**src/rtl/bsched_pkg.sv**
```systemverilog
package bsched_pkg;
    parameter int ROW_W  = 8;
    parameter int THR_W  = 2;
    parameter int RANK_W = 3;
    parameter int AGE_W  = 4;

    typedef struct packed {
        logic             vld;
        logic             mrk;
        logic [THR_W-1:0] thr;
        logic [ROW_W-1:0] row;
        logic [AGE_W-1:0] age;
    } slot_t;
endpackage

```
**src/rtl/batch_marker.sv**
```systemverilog
module batch_marker
    import bsched_pkg::*;
#(
    parameter int DEPTH = 16,
    parameter int CAP   = 2
) (
    input  slot_t [DEPTH-1:0] slots,
    output logic  [DEPTH-1:0] fresh_mark
);
    // A slot joins a new batch when fewer than CAP older slots of its thread exist.
    always_comb begin
        for (int i = 0; i < DEPTH; i++) begin
            int older;
            older = 0;
            for (int j = 0; j < DEPTH; j++) begin
                if (j != i && slots[j].vld && slots[j].thr == slots[i].thr &&
                    (slots[j].age > slots[i].age ||
                     (slots[j].age == slots[i].age && j < i)))
                    older++;
            end
            fresh_mark[i] = slots[i].vld && (older < CAP);
        end
    end
endmodule

```
**src/rtl/pick_arbiter.sv**
```systemverilog
module pick_arbiter
    import bsched_pkg::*;
#(
    parameter int DEPTH = 16,
    parameter int NTHR  = 4,
    localparam int IDX_W = $clog2(DEPTH)
) (
    input  slot_t [DEPTH-1:0]       slots,
    input  logic  [DEPTH-1:0]       eff_mark,
    input  logic                    open_valid,
    input  logic  [ROW_W-1:0]       open_row,
    input  logic  [NTHR*RANK_W-1:0] thread_rank,
    output logic                    found,
    output logic  [IDX_W-1:0]       pick_idx
);
    logic              b_m, b_h, c_m, c_h, better;
    logic [RANK_W-1:0] b_r, c_r;
    logic [AGE_W-1:0]  b_a;

    always_comb begin
        found    = 1'b0;
        pick_idx = '0;
        b_m = 1'b0; b_h = 1'b0; b_r = '0; b_a = '0;
        c_m = 1'b0; c_h = 1'b0; c_r = '0; better = 1'b0;
        for (int i = 0; i < DEPTH; i++) begin
            if (slots[i].vld) begin
                c_m = eff_mark[i];
                c_h = open_valid && (slots[i].row == open_row);
                c_r = thread_rank[int'(slots[i].thr)*RANK_W +: RANK_W];
                better = !found || (c_m && !b_m) ||
                         (c_m == b_m && ((c_h && !b_h) ||
                          (c_h == b_h && (c_r < b_r ||
                           (c_r == b_r && slots[i].age > b_a)))));
                if (better) begin
                    found    = 1'b1;
                    pick_idx = IDX_W'(i);
                    b_m = c_m; b_h = c_h; b_r = c_r; b_a = slots[i].age;
                end
            end
        end
    end
endmodule

```
**src/rtl/batch_req_sched.sv**
```systemverilog
module batch_req_sched
    import bsched_pkg::*;
#(
    parameter int DEPTH = 16,
    parameter int CAP   = 2,
    localparam int NTHR  = 1 << THR_W,
    localparam int IDX_W = $clog2(DEPTH)
) (
    input  logic                    clk,
    input  logic                    rst_n,
    input  logic                    req_valid,
    input  logic [THR_W-1:0]        req_thread,
    input  logic [ROW_W-1:0]        req_row,
    input  logic                    issue_en,
    input  logic                    open_valid,
    input  logic [ROW_W-1:0]        open_row,
    input  logic [NTHR*RANK_W-1:0]  thread_rank,
    output logic                    q_full,
    output logic                    grant_valid,
    output logic [IDX_W-1:0]        grant_idx,
    output logic [THR_W-1:0]        grant_thread,
    output logic [ROW_W-1:0]        grant_row
);
    typedef struct packed {
        slot_t [DEPTH-1:0] slot;
        logic              gv;
        logic [IDX_W-1:0]  gi;
        logic [THR_W-1:0]  gt;
        logic [ROW_W-1:0]  gr;
    } state_t;

    state_t st_d, st_q;

    logic [DEPTH-1:0]       vld_vec, mrk_vec, fresh_mark, eff_mark;
    logic [DEPTH*THR_W-1:0] thr_vec;
    logic                   found, free_found;
    logic [IDX_W-1:0]       pick_idx, free_idx;

    always_comb begin
        for (int i = 0; i < DEPTH; i++) begin
            vld_vec[i] = st_q.slot[i].vld;
            mrk_vec[i] = st_q.slot[i].mrk;
            thr_vec[i*THR_W +: THR_W] = st_q.slot[i].thr;
        end
    end

    // Keep the open batch while any flagged slot remains, else use the new one.
    assign eff_mark = (|mrk_vec) ? mrk_vec : fresh_mark;

    batch_marker #(.DEPTH(DEPTH), .CAP(CAP)) i_marker (
        .slots      (st_q.slot),
        .fresh_mark (fresh_mark)
    );

    pick_arbiter #(.DEPTH(DEPTH), .NTHR(NTHR)) i_pick (
        .slots       (st_q.slot),
        .eff_mark    (eff_mark),
        .open_valid  (open_valid),
        .open_row    (open_row),
        .thread_rank (thread_rank),
        .found       (found),
        .pick_idx    (pick_idx)
    );

    always_comb begin
        free_found = 1'b0;
        free_idx   = '0;
        for (int i = DEPTH - 1; i >= 0; i--) begin
            if (!st_q.slot[i].vld) begin
                free_found = 1'b1;
                free_idx   = IDX_W'(i);
            end
        end
    end

    always_comb begin
        st_d    = st_q;
        st_d.gv = 1'b0;
        st_d.gi = '0;
        st_d.gt = '0;
        st_d.gr = '0;
        for (int i = 0; i < DEPTH; i++) begin
            if (st_q.slot[i].vld && st_q.slot[i].age != '1)
                st_d.slot[i].age = st_q.slot[i].age + 1'b1;
            if (issue_en)
                st_d.slot[i].mrk = eff_mark[i];
        end
        if (issue_en && found) begin
            st_d.gv = 1'b1;
            st_d.gi = pick_idx;
            st_d.gt = st_q.slot[pick_idx].thr;
            st_d.gr = st_q.slot[pick_idx].row;
            st_d.slot[pick_idx].vld = 1'b0;
            st_d.slot[pick_idx].mrk = 1'b0;
        end
        if (req_valid && free_found) begin
            st_d.slot[free_idx].vld = 1'b1;
            st_d.slot[free_idx].mrk = 1'b0;
            st_d.slot[free_idx].thr = req_thread;
            st_d.slot[free_idx].row = req_row;
            st_d.slot[free_idx].age = '0;
        end
    end

    always_ff @(posedge clk) begin
        if (!rst_n) st_q <= '0;
        else        st_q <= st_d;
    end

    assign q_full       = !free_found;
    assign grant_valid  = st_q.gv;
    assign grant_idx    = st_q.gi;
    assign grant_thread = st_q.gt;
    assign grant_row    = st_q.gr;
endmodule

```
**config.mk**
```make
export PLATFORM = sky130hd
export DESIGN_NAME = batch_req_sched
export DESIGN_NICKNAME = d
export VERILOG_FILES = /design/src/rtl/bsched_pkg.sv /design/src/rtl/batch_marker.sv /design/src/rtl/pick_arbiter.sv /design/src/rtl/batch_req_sched.sv
export SDC_FILE = /design/constraint.sdc
export NUM_CORES = 2
export LEC_CHECK = 0
export BUFFER_PORTS_ARGS = -buffer_cell sky130_fd_sc_hd__buf_2
export CAP_MARGIN = 20
export CORE_MARGIN = 4
export CORE_UTILIZATION = 55
export DETAILED_ROUTE_END_ITERATION = 12
export PLACE_DENSITY = 0.68
export SYNTH_ARGS = -nofsm -noshare
export SYNTH_HDL_FRONTEND = slang
export SYNTH_HIERARCHICAL = 1
export SYNTH_SLANG_ARGS = --single-unit
```
**constraint.sdc**
```tcl
create_clock -name clk -period 63 [get_ports clk]
set_clock_uncertainty 0.05 [all_clocks]
set_input_delay 12.6 -clock clk [delete_from_list [all_inputs] [get_ports clk]]
set_output_delay 12.6 -clock clk [all_outputs]
set_load 0.03 [all_outputs]
```
After elaboration in Yosys (flattened, before gate mapping). Cells that the tools add are included.

Shift-type cells: 16. Mux-type cells: 507. $lt $le $gt $ge: 290. Equality and inequality tests: 437. Multiply operators: 16. $add $sub $neg: 240. Reduce and logical (&&, ||, !) cells: 835.

Operators by type and width (number): adder 32 x 2 -> 32 bit (second input constant) (224); two-way mux 32 bit (224); bitwise mux 256 bit (7); > comparator 4 bit (255); logical AND 1 bit (607); less-than comparator 32 x 3 -> 1 bit (second input constant) (16); indexed part select 12 x 32 -> 3 bit (16); == test 2 bit (240); == test 4 bit (120); demux 16 bit (select 4 bit) (7); two-way mux 4 bit (91); two-way mux 271 bit (1); two-way mux 256 bit (1); logical OR 1 bit (180); two-way mux 1 bit (138); == test 8 bit (16); two-way mux 3 bit (29); adder 4 x 1 -> 4 bit (second input constant) (16); binary-select mux 16 bit (select 4 bit) (1); multiplier 2 x 2 -> 4 bit (second input constant) (16); inequality test 4 bit (second input constant) (16); two-way mux 16 bit (3); zero test 1 bit (46); == test 3 bit (15); 9 further kinds (56).

Word-level logic and storage cells: 2425. Flip-flop bits (word level): 271. Output and inout port bits: 16. Input port bits: 35.

Logic depth before layout (Yosys ltp).
Word-level depth: 181. Depth in mapped cells: 203. Mapped depth without buffers: 190.

By module. Netlist, hierarchy kept.

Modules (own cells, without submodules): batch_marker (sequential area each 0.0 um2, cells each 5463, area an instance 41184.5 um2, times used 1); batch_req_sched (sequential area each 5425.2 um2, cells each 1207, area an instance 12104.1 um2, times used 1); pick_arbiter (sequential area each 0.0 um2, cells each 1071, area an instance 8453.1 um2, times used 1).

Least setup slack after synthesis. No wires, ideal clock.

Kind: input to register. From: input open_row[5]. To: register st_q, in the netlist grant_thread[0]. Required time: 62835 ps. Setup time: 115 ps. Cell stages on the path: 141. Path buffers: 14. Arrival time: 40506 ps. Path slack: 22329 ps. Cell sequence: clkbuf_1 > xnor2_1 > nand3_1 > nor3_1 > inv_1 > ha_1 > nand3_1 > nor2_1 > a22o_1 > clkbuf_1 > or3_1 > and2_1 > ha_1 > nor2b_1 > o211ai_1 > a21o_1 > a21oi_1 > a21oi_1 > [... 105 more ...] > a21oi_1 > o21ai_0 > clkbuf_1 > nand2_1 > o21a_1 > ha_1 > nor2b_1 > o21a_1 > o22ai_1 > a21oi_1 > nor2b_1 > o31ai_1 > o21ai_0 > clkbuf_1 > clkbuf_1 > mux4_2 > mux4_2 > and2_1.

Cells in the longest elaborated chain, start to end: 138. Elaborated cells on any way between the ends: 454. Classes of those cells: 28 x order compare; 59 x eq/ne; 175 x mux; 192 x reduce/logical.

RTL lines: start, declared (line batch_req_sched.sv:16) `input logic [ROW_W-1:0] open_row,`; == test 8 bit (line pick_arbiter.sv:28) `c_h = open_valid && (slots[i].row == open_row);`; logical AND 1 bit (line pick_arbiter.sv:28); two-way mux 1 bit (line pick_arbiter.sv:26) `if (slots[i].vld) begin`; == test 1 bit or zero test 1 bit (tied branches) (line pick_arbiter.sv:32, pick_arbiter.sv:31); logical AND 1 bit (on tied branches) (line pick_arbiter.sv:32, pick_arbiter.sv:31); logical OR 1 bit (line pick_arbiter.sv:31) `(c_m == b_m && ((c_h && !b_h) ||`; logical AND 1 bit (line pick_arbiter.sv:31); logical OR 1 bit (line pick_arbiter.sv:30) `better = !found || (c_m && !b_m) ||`; [... 123 more ...]; logical OR 1 bit (line pick_arbiter.sv:31); logical AND 1 bit (line pick_arbiter.sv:31); logical OR 1 bit (line pick_arbiter.sv:30); two-way mux 4 bit (line pick_arbiter.sv:34) `if (better) begin`; two-way mux 4 bit (*) (line pick_arbiter.sv:26); net pick_idx[0] (line batch_req_sched.sv:37) `logic [IDX_W-1:0] pick_idx, free_idx;`; binary-select mux 16 bit (select 4 bit) (*) (line batch_req_sched.sv:91) `st_d.gt = st_q.slot[pick_idx].thr;`; two-way mux 14 bit (*); end signal, assigned (line batch_req_sched.sv:107) `else st_q <= st_d;`; end, declared (line batch_req_sched.sv:32) `state_t st_d, st_q;`.

Mark *: on every way through the listed nets, which the timed path passes. The rest lies on a longest branch. The select of a mux whose other input is x is not followed. A chain may end at the register's enable or synchronous reset.

Final worst setup path.
From: input open_row[5]. To: register st_q[142] in the netlist's numbering.

Cells in the longest elaborated chain, start to end: 149. Elaborated cells on any way between the ends: 466. Classes of those cells: 30 x order compare; 59 x eq/ne; 185 x mux; 192 x reduce/logical.

RTL lines: == test 8 bit (line pick_arbiter.sv:28); logical AND 1 bit (line pick_arbiter.sv:28); two-way mux 1 bit (line pick_arbiter.sv:26); == test 1 bit or zero test 1 bit (tied branches) (line pick_arbiter.sv:32, pick_arbiter.sv:31); logical AND 1 bit (on tied branches) (line pick_arbiter.sv:32, pick_arbiter.sv:31); logical OR 1 bit (line pick_arbiter.sv:31); logical AND 1 bit (line pick_arbiter.sv:31); logical OR 1 bit (line pick_arbiter.sv:30); [... 128 more ...]; net pick_idx[3] (line batch_req_sched.sv:37); [... 5 more ...]; bitwise mux 256 bit (*) (line batch_req_sched.sv:94) `st_d.slot[pick_idx].mrk = 1'b0;`; two-way mux 271 bit (*) (line batch_req_sched.sv:88) `if (issue_en && found) begin`; bitwise mux 256 bit (line batch_req_sched.sv:97) `st_d.slot[free_idx].vld = 1'b1;`; bitwise mux 256 bit (line batch_req_sched.sv:98) `st_d.slot[free_idx].mrk = 1'b0;`; bitwise mux 256 bit (line batch_req_sched.sv:99) `st_d.slot[free_idx].thr = req_thread;`; bitwise mux 256 bit (line batch_req_sched.sv:100) `st_d.slot[free_idx].row = req_row;`; bitwise mux 256 bit (line batch_req_sched.sv:101) `st_d.slot[free_idx].age = '0;`; two-way mux 256 bit (*) (line batch_req_sched.sv:96) `if (req_valid && free_found) begin`.

Mark *: on every way through the listed nets, which the timed path passes. The rest lies on a longest branch.

==> metrics.md <==
| Metric | Value |
|---|---|
| Leak Pwr | `28.2 nW` |
| Clk sinks | `271` |
| Commonest non-fill, non-tap cell in the layout | `ha_1` |
| Kind of critical path | `primary input to flop` |
| Total global routing overflow | `0` |
| Adder-Cell Fraction of Synth Area | `17.0%` |
| Clk buf depth | `3` |
| Mean Syn Cell Area | `7.98 um^2` |
| MaxCap Viol Count | `0` |
| Relative slew slack | `16.2%` |
| Status | `completed` |
| Max H-tree Level | `1` |
| Fmax | `approximately 22 MHz` |
| Unrepaired setup endpoints after global routing | `false` |
| # IOs | `51` |
| Area leader, netlist | `ha_1` |
| Post-DP HPWL | `188,000 um` |
| PD cells | `8.64 nW/um^2` |
| Initial antenna violation count | `6` |
| Layout fillers | `10,300` |
| Chip Width | `~340 um` |
| Worst setup EP type | `flop` |
| GRT Overall Usage | `39.9%` |
| Buf/Inv on CP | `11` |
| Xor-xnor portion of the synthesized cell area | `16.1%` |
| Peak supply drop | `0.0000193 V` |
| First-pass GRT wire length | `360,000 um` |
| Largest family of logic cells by synthesized area | `simple AND/OR/NAND/NOR gates` |
| Die ar. | `118,000 um^2` |
| Post-CTS resize count | `0` |
| Layout cell share with drive strength beyond 1 | `9.45%` |
| Fin area | `65,200 um^2` |
| Post-DP Area | `63,900 um^2` |
| Mux cell area share after synthesis | `9.56%` |
| Synthesized instance count | `7,741` |
| Cell Rows | `122` |
| Ys async rst share | `0%` |
| Most used flip-flop cell after synthesis | `dfxtp_1` |
| Vias after detailed routing | `62,400` |
| 1st-pass router iterations | `6` |
| Synth unique cells | `133` |
| Most frequent cells in the layout | `833 x ha_1, 677 x nand2_1, 476 x nor2_1` |
| Synth area leaders | `ha_1 17%, dfxtp_1 8.8%, xnor2_1 6.5%` |
| Worst Path Required | `63.43 ns` |
| Post-synthesis simple-gate area fraction | `23.8%` |
| Root buffer cell | `clkbuf_16` |
| Vias per std cell | `6.77` |
| Nets | `about 8,600` |
| Total wire length | `245,000 um` |
| Setup tns final | `0 ns` |
| Seq/Total Area, Yosys | `under 10%` |
| Gpl congestion | `1.05` |
| Critical path's slowest cell | `o21ai_1` |
| Hold Path Class | `flop to flop` |
| Critical Path Max Stage Delay | `between 0.8 and 0.9 ns` |
| Number of flops mapped to enable cells by yosys | `0` |
| CTS tree | `yes` |
| Yosys reg bits | `271` |
| CTS buffer count | `30` |
| Syn nets | `8,609` |
| Detailed Route Iter0 Violations | `6,694` |
| Max FO, Critical Path | `19` |
| Area of the multi-input gates | `53,400 um^2` |
| Top cell type's share of synthesized area | `16.9%` |
| Vias in the first global route | `57,500` |
| Port Buf Inserts | `50` |
| Core box area | `111,000 um^2` |
| Setup bufs post-CTS | `0` |
| Final Critical Period | `44.64 ns` |
| Final cycle utilization of the critical path | `70.9%` |
| Die height | `343 um` |
| Starting Density | `55.6%` |
| Drt wl/cell | `26.5 um` |
| Yosys Warn Count | `6` |
| Reg clk slew, reported paths | `0.06 ns` |
| Final Setup Violations | `0` |
| Mapped Area | `roughly 62,000 um^2` |
| Final Hold Viols | `0` |
| Critical path launch point type | `primary input` |
| Routed Antenna Nets | `0` |
| Worst-Skew Late Latency | `roughly 0.64 ns` |
| # hold bufs at CTS | `0` |
| Compound-gate portion of the synthesized area | `19.7%` |
| CP delay by family, top | `compound AO/OA/AOI/OAI gates` |
| Post-route DRC | `0` |
| Register area | `5430 um^2` |
| Slew @ Worst Pin | `1.26 ns` |
| Crit path DAT | `45.07 ns` |
| Area delta synth->final | `5.58%` |
| Fin. max-slew vios | `0` |
| Pin count of the biggest net entering global routing | `70` |
cell families (layout without fill, tap and decap cells):
logic type | Yosys count | after routing
fa+ha+maj | 839 | 839
flops | 271 | 271
other cells | 0 | 3
simple gates | 2777 | 2777
xor+xnor | 975 | 975
buf+inv | 739 | 732
compound gates | 1686 | 1686
mux | 454 | 454
worst register-to-register path: cells and delay by family (launching register included):
kind | cells | cell delay, ns
xor gates and xnor gates | 1 | 0.12
buffers and inverters | 16 | 1.74
adders and majority gates | 26 | 7.58
muxes | 14 | 4.23
and+or+nand+nor | 54 | 10.45
AOI/OAI and AO/OA | 69 | 17.96
DFF | 1 | 0.79
area by class of cell:
class | count | share of cell area, %
multi-input cells | 6731 | 81.9
diodes | 3 | 0.0115
clock inverters | 16 | 0.463
well taps | 1488 | 2.86
clock buffers | 40 | 1.32
flip-flops and latches | 271 | 8.33
repair buffers | 245 | 2.66
inverters | 431 | 2.48
layer usage:
layer | GRT usage (%) | part of all wire, % | vias up
met5 | 0 | 0.0049 | -
met4 | 24.0 | 7.6 | 2
met3 | 9.84 | 11 | 824
met2 | 59.0 | 40 | 3301
met1 | 52.3 | 41 | 29600
li1 | - | - | 28800
synthesized netlist by cell type, drive strengths merged, types with 28 or more instances:
library cell	instances
o31ai	51
a211o	36
mux2i	243
o22ai	29
nor3b	30
o21ai	283
nor2b	147
a21o	131
nor3	217
nand4	162
or3	54
nand2	677
ha	833
and4b	38
or2	39
nand3	298
xnor2	490
xor2	408
o211a	36
nor2	480
a2111oi	59
a31oi	68
and4	45
o21a	116
a41oi	28
o2111ai	32
and3	119
buf	127
xnor3	72
a211oi	70
o211ai	98
a21oi	343
dfxtp	271
mux4	96
nand2b	102
nor4	107
nor4b	31
inv	428
mux2	115
clkbuf	181
and2	135
flip-flops by register name, indices dropped and copies added, names as in the netlist:
signal        count
st_q            240
mrk_vec          16
grant_row         8
grant_idx         4
grant_thread      2
grant_valid       1
path summary, 6_finish.rpt:
path | from | slack (ns) | cells after the start | end
hold reg to reg | st_q[244] | 0.44 | 2 | st_q[244]
hold / removal | st_q[244] | 0.44 | 2 | st_q[244]
setup reg to reg | st_q[28] | 19.95 | 180 | st_q[142]
setup / recovery | open_row[5] | 18.36 | 138 | st_q[142]
power breakdown:
group	switching, mW	internal [mW]
registers	0.00210	0.173
clock network	0.0845	0.125
logic	0.109	0.0702
metrics by stage:
| step | hold slack [ns] | cells | utilization, % | total power, mW | worst slack (ns) |
|---|---|---|---|---|---|
| 4_1_cts | 0.438 | 9214 | 58.6 | 0.560 | 18.13 |
| 5_1_grt | 0.457 | 9222 | 58.7 | 0.588 | 16.00 |
| 3_5_place_dp | 0.426 | 9158 | 57.5 | 0.352 | 17.61 |
| 3_3_place_gp | 0.420 | 9157 | 57.5 | 0.349 | 18.44 |
| 2_1_floorplan | 0.406 | 7741 | - | 0.312 | 22.33 |
| 6_report | 0.438 | 9225 | 58.7 | 0.563 | 18.36 |
Note: power is estimated with default switching activity, not from simulation.
